<file path="src/rtl/dmask_pkg.sv">
package dmask_pkg;

  typedef enum logic [2:0] {
    OPC_NONE = 3'd0,
    OPC_SAVE = 3'd1,
    OPC_PRED = 3'd2,
    OPC_FLIP = 3'd3,
    OPC_JUMP = 3'd4
  } ctl_op_e;

endpackage

</file>
<file path="src/rtl/dmask_phase.sv">
module dmask_phase #(
  parameter  int LANES    = 64,
  parameter  int SLICE    = 16,
  localparam int QUARTERS = LANES / SLICE,
  localparam int PH_W     = $clog2(QUARTERS)
) (
  input  logic             clk,
  input  logic             rst_n,
  input  logic [LANES-1:0] mask_i,
  output logic [PH_W-1:0]  phase_o,
  output logic [SLICE-1:0] slice_o,
  output logic             last_o
);

  logic [PH_W-1:0] phase_q, phase_n;

  assign last_o = (phase_q == PH_W'(QUARTERS - 1));

  always_comb begin
    if (last_o) phase_n = '0;
    else        phase_n = phase_q + PH_W'(1);
  end

  always_ff @(posedge clk or negedge rst_n) begin
    if (!rst_n) phase_q <= '0;
    else        phase_q <= phase_n;
  end

  always_comb begin
    slice_o = '0;
    for (int q = 0; q < QUARTERS; q++) begin
      if (phase_q == PH_W'(q)) slice_o = mask_i[q*SLICE +: SLICE];
    end
  end

  assign phase_o = phase_q;

  AST_PHASE_STEP: assert property (@(posedge clk) disable iff (!rst_n)
    !last_o |=> phase_q == $past(phase_q) + PH_W'(1));
  AST_PHASE_WRAP: assert property (@(posedge clk) disable iff (!rst_n)
    last_o |=> phase_q == '0);

endmodule

</file>
<file path="src/rtl/dmask_stack.sv">
module dmask_stack #(
  parameter  int LANES = 64,
  parameter  int DEPTH = 8,
  localparam int SP_W  = $clog2(DEPTH + 1)
) (
  input  logic             clk,
  input  logic             rst_n,
  input  logic             push_i,
  input  logic             pop_i,
  input  logic             clear_i,
  input  logic [SP_W-1:0]  pop_n_i,
  input  logic [LANES-1:0] wdata_i,
  output logic [SP_W-1:0]  sp_o,
  output logic [LANES-1:0] top_o,
  output logic [LANES-1:0] pick_o
);

  logic [SP_W-1:0]  sp_q, sp_n;
  logic [LANES-1:0] mem [DEPTH];
  logic [DEPTH-1:0] wen;
  logic [SP_W-1:0]  pick_pos;

  // One write-enabled register row per level.
  for (genvar i = 0; i < DEPTH; i++) begin : g_level
    assign wen[i] = push_i && (sp_q == SP_W'(i));
    always_ff @(posedge clk) begin
      if (wen[i]) mem[i] <= wdata_i;
    end
  end

  always_comb begin
    sp_n = sp_q;
    if (clear_i)     sp_n = '0;
    else if (push_i) sp_n = sp_q + SP_W'(1);
    else if (pop_i)  sp_n = sp_q - pop_n_i;
  end

  always_ff @(posedge clk or negedge rst_n) begin
    if (!rst_n) sp_q <= '0;
    else        sp_q <= sp_n;
  end

  assign pick_pos = sp_q - pop_n_i;

  always_comb begin
    top_o  = '0;
    pick_o = '0;
    for (int i = 0; i < DEPTH; i++) begin
      if (sp_q == SP_W'(i + 1)) top_o  = mem[i];
      if (pick_pos == SP_W'(i)) pick_o = mem[i];
    end
  end

  assign sp_o = sp_q;

  AST_SP_BOUND: assert property (@(posedge clk) disable iff (!rst_n)
    sp_q <= SP_W'(DEPTH));
  AST_NO_OVERFLOW: assert property (@(posedge clk) disable iff (!rst_n)
    push_i |-> sp_q < SP_W'(DEPTH));
  AST_POP_LEGAL: assert property (@(posedge clk) disable iff (!rst_n)
    pop_i |-> (pop_n_i <= sp_q && pop_n_i != '0));
  AST_POP_DEPTH: assert property (@(posedge clk) disable iff (!rst_n)
    pop_i |=> sp_q == $past(sp_q) - $past(pop_n_i));

endmodule

</file>
<file path="src/rtl/dmask_ctrl.sv">
module dmask_ctrl
  import dmask_pkg::*;
#(
  parameter  int LANES = 64,
  parameter  int DEPTH = 8,
  parameter  int PC_W  = 12,
  localparam int SP_W  = $clog2(DEPTH + 1)
) (
  input  logic             clk,
  input  logic             rst_n,
  input  logic             accept_i,
  input  logic [2:0]       op_i,
  input  logic [LANES-1:0] cmp_i,
  input  logic [SP_W-1:0]  pop_n_i,
  input  logic [PC_W-1:0]  cur_pc_i,
  input  logic [PC_W-1:0]  target_i,
  input  logic [SP_W-1:0]  sp_i,
  input  logic [LANES-1:0] top_i,
  input  logic [LANES-1:0] pick_i,
  output logic [LANES-1:0] mask_o,
  output logic             push_o,
  output logic             pop_o,
  output logic             clear_o,
  output logic             taken_o,
  output logic [PC_W-1:0]  next_pc_o,
  output logic             ovf_o,
  output logic             unf_o
);

  ctl_op_e          op;
  logic [LANES-1:0] mask_q, mask_n;
  logic             ovf_q, ovf_n, unf_q, unf_n;
  logic             full, empty, none_active;

  assign op          = ctl_op_e'(op_i);
  assign full        = (sp_i == SP_W'(DEPTH));
  assign empty       = (sp_i == '0);
  assign none_active = ~|mask_q;

  always_comb begin
    mask_n  = mask_q;
    ovf_n   = ovf_q;
    unf_n   = unf_q;
    push_o  = 1'b0;
    pop_o   = 1'b0;
    clear_o = 1'b0;
    taken_o = 1'b0;
    if (accept_i) begin
      case (op)
        OPC_SAVE: begin
          if (full) ovf_n  = 1'b1;
          else      push_o = 1'b1;
        end
        OPC_PRED: mask_n = mask_q & cmp_i;
        OPC_FLIP: begin
          if (empty) unf_n  = 1'b1;
          else       mask_n = top_i & ~mask_q;
        end
        OPC_JUMP: begin
          if (none_active) begin
            taken_o = 1'b1;
            if (pop_n_i > sp_i) begin
              unf_n   = 1'b1;
              clear_o = 1'b1;
              mask_n  = '1;
            end else if (pop_n_i != '0) begin
              pop_o  = 1'b1;
              mask_n = pick_i;
            end
          end
        end
        default: ;
      endcase
    end
  end

  assign next_pc_o = taken_o ? target_i : cur_pc_i + PC_W'(1);

  always_ff @(posedge clk or negedge rst_n) begin
    if (!rst_n) begin
      mask_q <= '1;
      ovf_q  <= 1'b0;
      unf_q  <= 1'b0;
    end else begin
      mask_q <= mask_n;
      ovf_q  <= ovf_n;
      unf_q  <= unf_n;
    end
  end

  assign mask_o = mask_q;
  assign ovf_o  = ovf_q;
  assign unf_o  = unf_q;

  AST_IDLE_HOLDS: assert property (@(posedge clk) disable iff (!rst_n)
    !accept_i |=> $stable(mask_q));
  AST_SAVE_KEEPS: assert property (@(posedge clk) disable iff (!rst_n)
    push_o |=> $stable(mask_q));
  AST_PRED_NARROWS: assert property (@(posedge clk) disable iff (!rst_n)
    (accept_i && op == OPC_PRED) |=> (mask_q & ~$past(mask_q)) == '0);
  AST_FLIP_KEEPS_DEPTH: assert property (@(posedge clk) disable iff (!rst_n)
    (accept_i && op == OPC_FLIP) |=> $stable(sp_i));
  AST_TAKEN_SHRINKS: assert property (@(posedge clk) disable iff (!rst_n)
    taken_o |=> sp_i <= $past(sp_i));
  AST_OVF_STICKY: assert property (@(posedge clk) disable iff (!rst_n)
    ovf_q |=> ovf_q);
  AST_UNF_STICKY: assert property (@(posedge clk) disable iff (!rst_n)
    unf_q |=> unf_q);

endmodule

</file>
<file path="src/rtl/dmask_unit.sv">
module dmask_unit #(
  parameter  int LANES = 64,
  parameter  int SLICE = 16,
  parameter  int DEPTH = 8,
  parameter  int PC_W  = 12,
  localparam int SP_W  = $clog2(DEPTH + 1),
  localparam int PH_W  = $clog2(LANES / SLICE)
) (
  input  logic             clk,
  input  logic             rst_n,
  input  logic [2:0]       op_code,
  input  logic [LANES-1:0] lane_pred,
  input  logic [SP_W-1:0]  pop_count,
  input  logic [PC_W-1:0]  cur_pc,
  input  logic [PC_W-1:0]  jump_pc,
  output logic [PH_W-1:0]  slice_idx,
  output logic [SLICE-1:0] slice_mask,
  output logic             branch_taken,
  output logic [PC_W-1:0]  next_pc,
  output logic             stack_overflow,
  output logic             stack_underflow
);

  logic [1:0]       rsync_q;
  logic             rst_int_n;
  logic             accept;
  logic [LANES-1:0] mask;
  logic             push, pop, clear;
  logic [SP_W-1:0]  sp;
  logic [LANES-1:0] top, pick;

  always_ff @(posedge clk or negedge rst_n) begin
    if (!rst_n) rsync_q <= 2'b00;
    else        rsync_q <= {rsync_q[0], 1'b1};
  end
  assign rst_int_n = rsync_q[1];

  dmask_phase #(.LANES(LANES), .SLICE(SLICE)) u_phase (
    .clk     (clk),
    .rst_n   (rst_int_n),
    .mask_i  (mask),
    .phase_o (slice_idx),
    .slice_o (slice_mask),
    .last_o  (accept)
  );

  dmask_stack #(.LANES(LANES), .DEPTH(DEPTH)) u_stack (
    .clk     (clk),
    .rst_n   (rst_int_n),
    .push_i  (push),
    .pop_i   (pop),
    .clear_i (clear),
    .pop_n_i (pop_count),
    .wdata_i (mask),
    .sp_o    (sp),
    .top_o   (top),
    .pick_o  (pick)
  );

  dmask_ctrl #(.LANES(LANES), .DEPTH(DEPTH), .PC_W(PC_W)) u_ctrl (
    .clk       (clk),
    .rst_n     (rst_int_n),
    .accept_i  (accept),
    .op_i      (op_code),
    .cmp_i     (lane_pred),
    .pop_n_i   (pop_count),
    .cur_pc_i  (cur_pc),
    .target_i  (jump_pc),
    .sp_i      (sp),
    .top_i     (top),
    .pick_i    (pick),
    .mask_o    (mask),
    .push_o    (push),
    .pop_o     (pop),
    .clear_o   (clear),
    .taken_o   (branch_taken),
    .next_pc_o (next_pc),
    .ovf_o     (stack_overflow),
    .unf_o     (stack_underflow)
  );

endmodule

</file>
<file path="config.mk">
export PLATFORM = sky130hd
export DESIGN_NAME = dmask_unit
export DESIGN_NICKNAME = d
export VERILOG_FILES = /design/src/rtl/dmask_pkg.sv /design/src/rtl/dmask_phase.sv /design/src/rtl/dmask_stack.sv /design/src/rtl/dmask_ctrl.sv /design/src/rtl/dmask_unit.sv
export SDC_FILE = /design/constraint.sdc
export NUM_CORES = 1
export LEC_CHECK = 0
export ABC_AREA = 1
export BUFFER_PORTS_ARGS = -buffer_cell sky130_fd_sc_hd__buf_2
export CORE_ASPECT_RATIO = 1.1
export CORE_MARGIN = 2
export CORE_UTILIZATION = 40
export CTS_CLUSTER_SIZE = 10
export DETAILED_ROUTE_END_ITERATION = 16
export PLACE_DENSITY = 0.56
export SETUP_SLACK_MARGIN = 0.1
export SYNTH_ARGS = -nofsm -noshare
export SYNTH_HDL_FRONTEND = slang
export SYNTH_HIERARCHICAL = 1
export SYNTH_SLANG_ARGS = --single-unit
</file>
<file path="constraint.sdc">
create_clock -name clk -period 5.6 [get_ports clk]
set_clock_uncertainty 0.2 [all_clocks]
set_input_delay 0.28 -clock clk [delete_from_list [all_inputs] [get_ports clk]]
set_output_delay 0.28 -clock clk [all_outputs]
set_load 0.05 [all_outputs]
</file>
==> results of run 1 <==
[cells by family (layout without fill, tap and decap cells)]
| kind of cell | Yosys count | after routing | share of synthesized area, % |
|---|---|---|---|
| simple gates | 2371 | 2371 | 32.9 |
| flops | 586 | 586 | 54.5 |
| buf+inv | 561 | 699 | 7.86 |
| compound gates | 231 | 231 | 3.67 |
| fa+ha+maj | 17 | 17 | 0.694 |
| xor+xnor | 11 | 11 | 0.363 |
| other cells | 1 | 1 | 0.0118 |
[power by group]
part           switching, mW  internal, mW  total [mW]
logic                   5.58          2.18        7.75
registers              0.862          5.61        6.47
clock network           1.83          2.64        4.47
[state kept, by name, summed over array words and instances (netlist names)]
name / count
u_phase/phase_o: 2
u_ctrl/ovf_o: 1
u_ctrl/mask_o: 64
u_stack/mem: 512
u_ctrl/unf_o: 1
rsync_q: 2
u_stack/sp_o: 4
[cell usage in the layout, fill, tap and decap left out, types with 3 or more instances in the layout]
cell and count:
nand4_1 290, clkbuf_1 43, nand3_1 477, nor3_1 5
buf_2 129, xnor2_1 5, clkbuf_16 76, clkbuf_8 6
ha_1 15, nor3_2 4, clkinv_1 3, edfxtp_1 512
o22ai_1 3, nor2_4 14, dfrtp_1 9, buf_4 43
nor2_1 184, o21ai_0 83, dlygate4sd3_1 68, nand3_4 5
buf_12 13, or2_1 11, inv_1 297, inv_2 12
or2_2 17, o21ai_1 119, nand2_1 1338, clkinv_2 5
nor2_2 14, dfstp_2 64, a21oi_1 24, xor2_1 5
nand2_4 4
[layer usage]
layer	vias up	wire (um)	global-route usage, %	part of all wire [%]
met5	-	11	0	0.0096
met4	2	3910	10.8	3.4
met3	253	10600	4.93	9.3
met2	1384	53600	45.7	47
met1	13500	46300	36.5	40
li1	12900	-	-	-
[final timing paths]
check / from / to / slack (ns) / depth (start not counted)
min in group asynchronous: rst_n / rsync_q[1] / 0.31 / 3
max: u_stack/sp_o[0] / u_ctrl/mask_o[44] / 1.17 / 16
min reg2reg: rsync_q[0] / rsync_q[1] / 0.15 / 0
max reg2reg: u_stack/sp_o[0] / u_ctrl/mask_o[44] / 1.17 / 16
min: rsync_q[0] / rsync_q[1] / 0.15 / 0
max in group asynchronous: rsync_q[1] / u_phase/phase_o[1] / 3.85 / 1
[per-stage QoR]
step                instances  hold slack (ns)  utilization, %  setup WS (ns)  area, um2
global route             4961            0.154            45.8          0.919      36100
CTS                      4961            0.138            45.8           1.23      36100
floorplan                3778           -0.216               -          -1.71      31800
global placement         4761           -0.132            42.1           1.27      33200
finish                   4961            0.150            45.8           1.17      36100
detailed placement       4761           -0.130            42.1           1.25      33200
[cell type report]
| cell class | count | share of cell area, % |
|---|---|---|
| multi-input combinational | 2631 | 33.6 |
| sequential | 586 | 48.0 |
| clock buffer | 125 | 5.95 |
| tap | 1045 | 3.63 |
| timing repair buffer | 253 | 5.30 |
| clock inverter | 7 | 0.198 |
| inverter | 314 | 3.30 |
[repair_timing]
item | 4_1_cts | 5_1_grt
resized for setup | 0 | 0
hold buffers | 68 | 0
hold endpoints to repair | 67 | 0
==> impl_metrics.tcl, run 1 <==
set metrics [dict create \
    status "finished, final reports clean" \
    tritoncts "built" \
    fmax_mhz 226 \
    yosysTopAreaCellShare_pct 48.4 \
    synth_cell_type_count 40 \
    grt_overflow 0 \
    drtAntennaViolNets 0 \
    cp_max_fo 29 \
    vias 28000 \
    numCtsBuffers 71 \
    core_area_um2 78800 \
    fp-row-count 108 \
    worstSkewPairLatency_ns 0.62 \
    ys_top_cells_by_count "nand2_1 (1340), edfxtp_1 (512), nand3_1 (478)" \
    period_needed_ns 4.43 \
    root_buffer "clkbuf_16" \
    cts_sinks 586 \
    cpMaxStageDelayCell "inv_2" \
    crit_family "buffers and inverters" \
    hp-class "reg -> reg" \
    layout-area-overhead-vs-synth_pct 13.5 \
    grt_pass1_wl_mm 171 \
    p_leak_nw 14.7 \
    cts_max_level 3 \
    crit_type "reg -> reg" \
    wl_mm 114 \
    route.detailed.drc 0 \
    post_cts_buffers 0 \
    syn_area_per_cell_um2 8.40 \
    slew_violations 0 \
    power.total_mw 18.7 \
    finalHoldViolations 0 \
    avgViaCountPerCell 5.64 \
    start_util_pct 40.3 \
    grt_usage_pct 27.8 \
    clk_pin_slew_ns 0.06 \
    synth_flop_cell "edfxtp_1" \
    cts_buffer_depth 3 \
    fin_nets 3971 \
    rsz0062_at_grt "no" \
    cp_data_required_time_ns 5.95 \
    arrival_ns 4.78 \
    finalSetupViolCount 0 \
    grt_max_degree 169 \
    worst_path_largest_cell_delay_ns 0.81 \
    drt_iter0_drc 2736 \
    fp.dieH_um 300 \
    synth_edf_count 512 \
    max_slew_margin_pct 20.3 \
    crit_chain "inv_1 > ha_1 > inv_1 > fa_1 > xor2_4 > nand3_4 > inv_2 > buf_12 > nand2_1 > nand4_1 > inv_1 > nand2_1 > nand2_1 > nand2_1 > nand3_1 > nand2_1" \
    chipWidth_um 273 \
    drv_cap 0 \
    period_share_pct 79.1 \
    yosysWarnings 6 \
    gp_congestion 0.886 \
    cp-start-kind "register" \
    endpoint_kind "register" \
    p_per_area_nw_per_um2 518 \
    first_global_vias 27000 \
    wl_per_cell_um 23.1 \
    synth_largest_area_cell "edfxtp_1" \
    regArea_um2 17300 \
    seq_area_frac_synth_pct 54.5 \
    io_pins 130 \
    die_area_um2 81700 \
    nFillCells 7605 \
    syn_inst 3778 \
    syn_nets 3892 \
    ys_seq_elements 586 \
    tns_ns 0 \
    synth_most_common_cell "nand2_1" \
    multiInputGateArea_um2 12100 \
    synth_area_leaders "edfxtp_1 (48%), nand2_1 (16%), nand3_1 (7.5%), nand4_1 (5.7%), dfstp_2 (5.3%)" \
    antenna_found_initial 1 \
    detail_route.first_pass.iterations 5 \
    async_flop_share_pct 12.6 \
    tightest_slew_ns 1.19 \
    drive_gt1_share_pct 10.7 \
    io_buffer_count 129 \
    netlist_area_um2 31800 \
    critical_path_buf_inv_count 5 \
    dp_hpwl_mm 62.6 \
    antennaDiodeCount 0 \
    crit_path_frequent_cell "nand2_1" \
    vdd_drop_max_mv 0.644 \
]
(Power assumes the default switching activity.)
==> run 2, diff against run 1 <==
==> constraint.sdc (replaced) <==
create_clock -name clk -period 4.4 [get_ports clk]
set_clock_uncertainty 0.2 [all_clocks]
set_input_delay 0.22 -clock clk [delete_from_list [all_inputs] [get_ports clk]]
set_output_delay 0.22 -clock clk [all_outputs]
set_load 0.05 [all_outputs]
==> run 2 against run 1 <==
- maximum frequency rose by 17%
- wire length rose by 1.6%
- first-iteration DRC count rose by 9.0%
- critical path depth did not move
- largest power group unchanged
- highest routed layer is now met4
==> impl_metrics.tcl, run 2 (same netlist as run 1, synthesis figures left out) <==
set metrics [dict create \
    fp-row-count 108 \
    period_needed_ns 3.80 \
    first_global_vias 26900 \
    setup_slack_ns 0.604 \
    fin_nets 4003 \
    vdd_drop_max_mv 0.572 \
    route.detailed.drc 0 \
    finalSetupViolCount 0 \
    vias 28200 \
    grt_max_degree 96 \
    drt_iter0_drc 2982 \
    cts-hold-fix-buffers 68 \
    drtAntennaViolNets 0 \
    tns_ns 0 \
    core_area_um2 78800 \
    crit_family "simple AND/OR/NAND/NOR gates" \
    reg2reg_slack_ns 0.60 \
    avgViaCountPerCell 5.65 \
    final_common_cell "nand2_1" \
    status "finished, final reports clean" \
    drive_gt1_share_pct 11.4 \
    p_per_area_nw_per_um2 661 \
    cts_sinks 586 \
    dp_hpwl_mm 66.1 \
    worst_path_largest_cell_delay_ns 0.64 \
    rsz0062_at_grt "no" \
    regMostFlops "u_stack/mem" \
    cp-start-kind "register" \
    cpMaxStageDelayCell "fa_1" \
    largest_reg_flops 512 \
    wl_mm 116 \
    cp_data_required_time_ns 4.74 \
    cp_max_fo 49 \
    period_share_pct 86.3 \
    most-common-layout-cells "nand2_1 (1338), edfxtp_1 (512), nand3_1 (477)" \
    fmax_mhz 263 \
    tightest_slew_ns 1.23 \
    cts_buffer_depth 3 \
    grt_pass1_wl_mm 172 \
    finalHoldViolations 0 \
    die_area_um2 81700 \
    nFillCells 7653 \
    gp_congestion 0.876 \
    numCtsBuffers 71 \
    p_leak_nw 14.8 \
    crit_chain "inv_1 > ha_1 > inv_1 > fa_1 > inv_1 > nor2_1 > and3_4 > buf_12 > nand2_1 > nand3_1 > inv_1 > nand2_1 > nand2_1 > nand2_1 > nand3_1 > nand2_1" \
    drv_cap 0 \
    wl_per_cell_um 23.3 \
    detail_route.first_pass.iterations 6 \
    max_slew_margin_pct 18.1 \
    start_util_pct 40.3 \
    power.total_mw 24.0 \
    cts_resized 0 \
    layout-area-overhead-vs-synth_pct 14.3 \
    post_cts_buffers 0 \
    slew_violations 0 \
    fp.dieH_um 300 \
    crit_path_frequent_cell "nand2_1" \
    crit_type "reg -> reg" \
    io_buffer_count 129 \
    io_pins 130 \
    clk_pin_slew_ns 0.06 \
    worstSkewPairLatency_ns 0.63 \
    antennaDiodeCount 0 \
    antenna_found_initial 0 \
    root_buffer "clkbuf_16" \
    cts_max_level 3 \
    critical_path_buf_inv_count 5 \
    arrival_ns 4.14 \
    chipWidth_um 273 \
    pre_cts_ws_ns 0.644 \
    grt_usage_pct 28.3 \
    grt_overflow 0 \
    hp-class "in -> reg" \
    whs_ns 0.122 \
    tritoncts "built" \
    endpoint_kind "register" \
]
[run 2: worst paths after layout]
path | start | to | depth (start not counted)
min in group asynchronous | rsync_q[1] | u_ctrl/ovf_o | 1
setup reg to reg | u_stack/sp_o[0] | u_ctrl/mask_o[32] | 16
hold / removal | op_code[2] | u_stack/sp_o[2] | 5
setup / recovery | u_stack/sp_o[0] | u_ctrl/mask_o[32] | 16
max in group asynchronous | rsync_q[1] | u_phase/phase_o[1] | 1
hold reg to reg | rsync_q[1] | u_ctrl/ovf_o | 1
[run 2: stage by stage]
step	instance area, um2	std cells	utilization, %
2_1_floorplan	31800	3778	-
3_3_place_gp	33500	4793	42.5
3_5_place_dp	33500	4793	42.5
4_1_cts	36300	4988	46.1
5_1_grt	36300	4988	46.1
6_report	36300	4988	46.1
[run 2: final cells by class]
class                           instances  area [um2]  share of cell area [%]
Tap cell                             1045        1310                    3.60
Timing Repair Buffer                  285        2210                    6.09
Clock inverter                          8        80.1                   0.221
Inverter                              314        1190                    3.27
Multi-Input combinational cell       2631       12100                    33.4
Sequential cell                       586       17300                    47.7
Clock buffer                          119        2060                    5.68
[run 2: power by group]
group          switching [mW]  total, mW  internal [mW]  leakage, nW
Clock                    2.30       5.54           3.24         1.03
Sequential               1.02       8.16           7.13         5.52
Combinational            7.34       10.3           2.95         8.29
[run 2: per-layer routing]
metal / up-vias / global-route usage [%] / wire [um]
met4: 0 / 10.9 / 4140
met5: - / 0 / 0
met2: 1388 / 46.6 / 55000
met1: 13600 / 37.3 / 46600
li1: 13000 / - / -
met3: 262 / 4.77 / 10600
[run 2: worst reg2reg max path, cell delays in order, from the launching register on]
cell	delay, ns
dfrtp_1	0.46
inv_1	0.15
ha_1	0.16
inv_1	0.06
fa_1	0.65
inv_1	0.10
nor2_1	0.38
and3_4	0.54
buf_12	0.40
nand2_1	0.12
nand3_1	0.10
inv_1	0.04
nand2_1	0.05
nand2_1	0.06
nand2_1	0.10
nand3_1	0.08
nand2_1	0.11
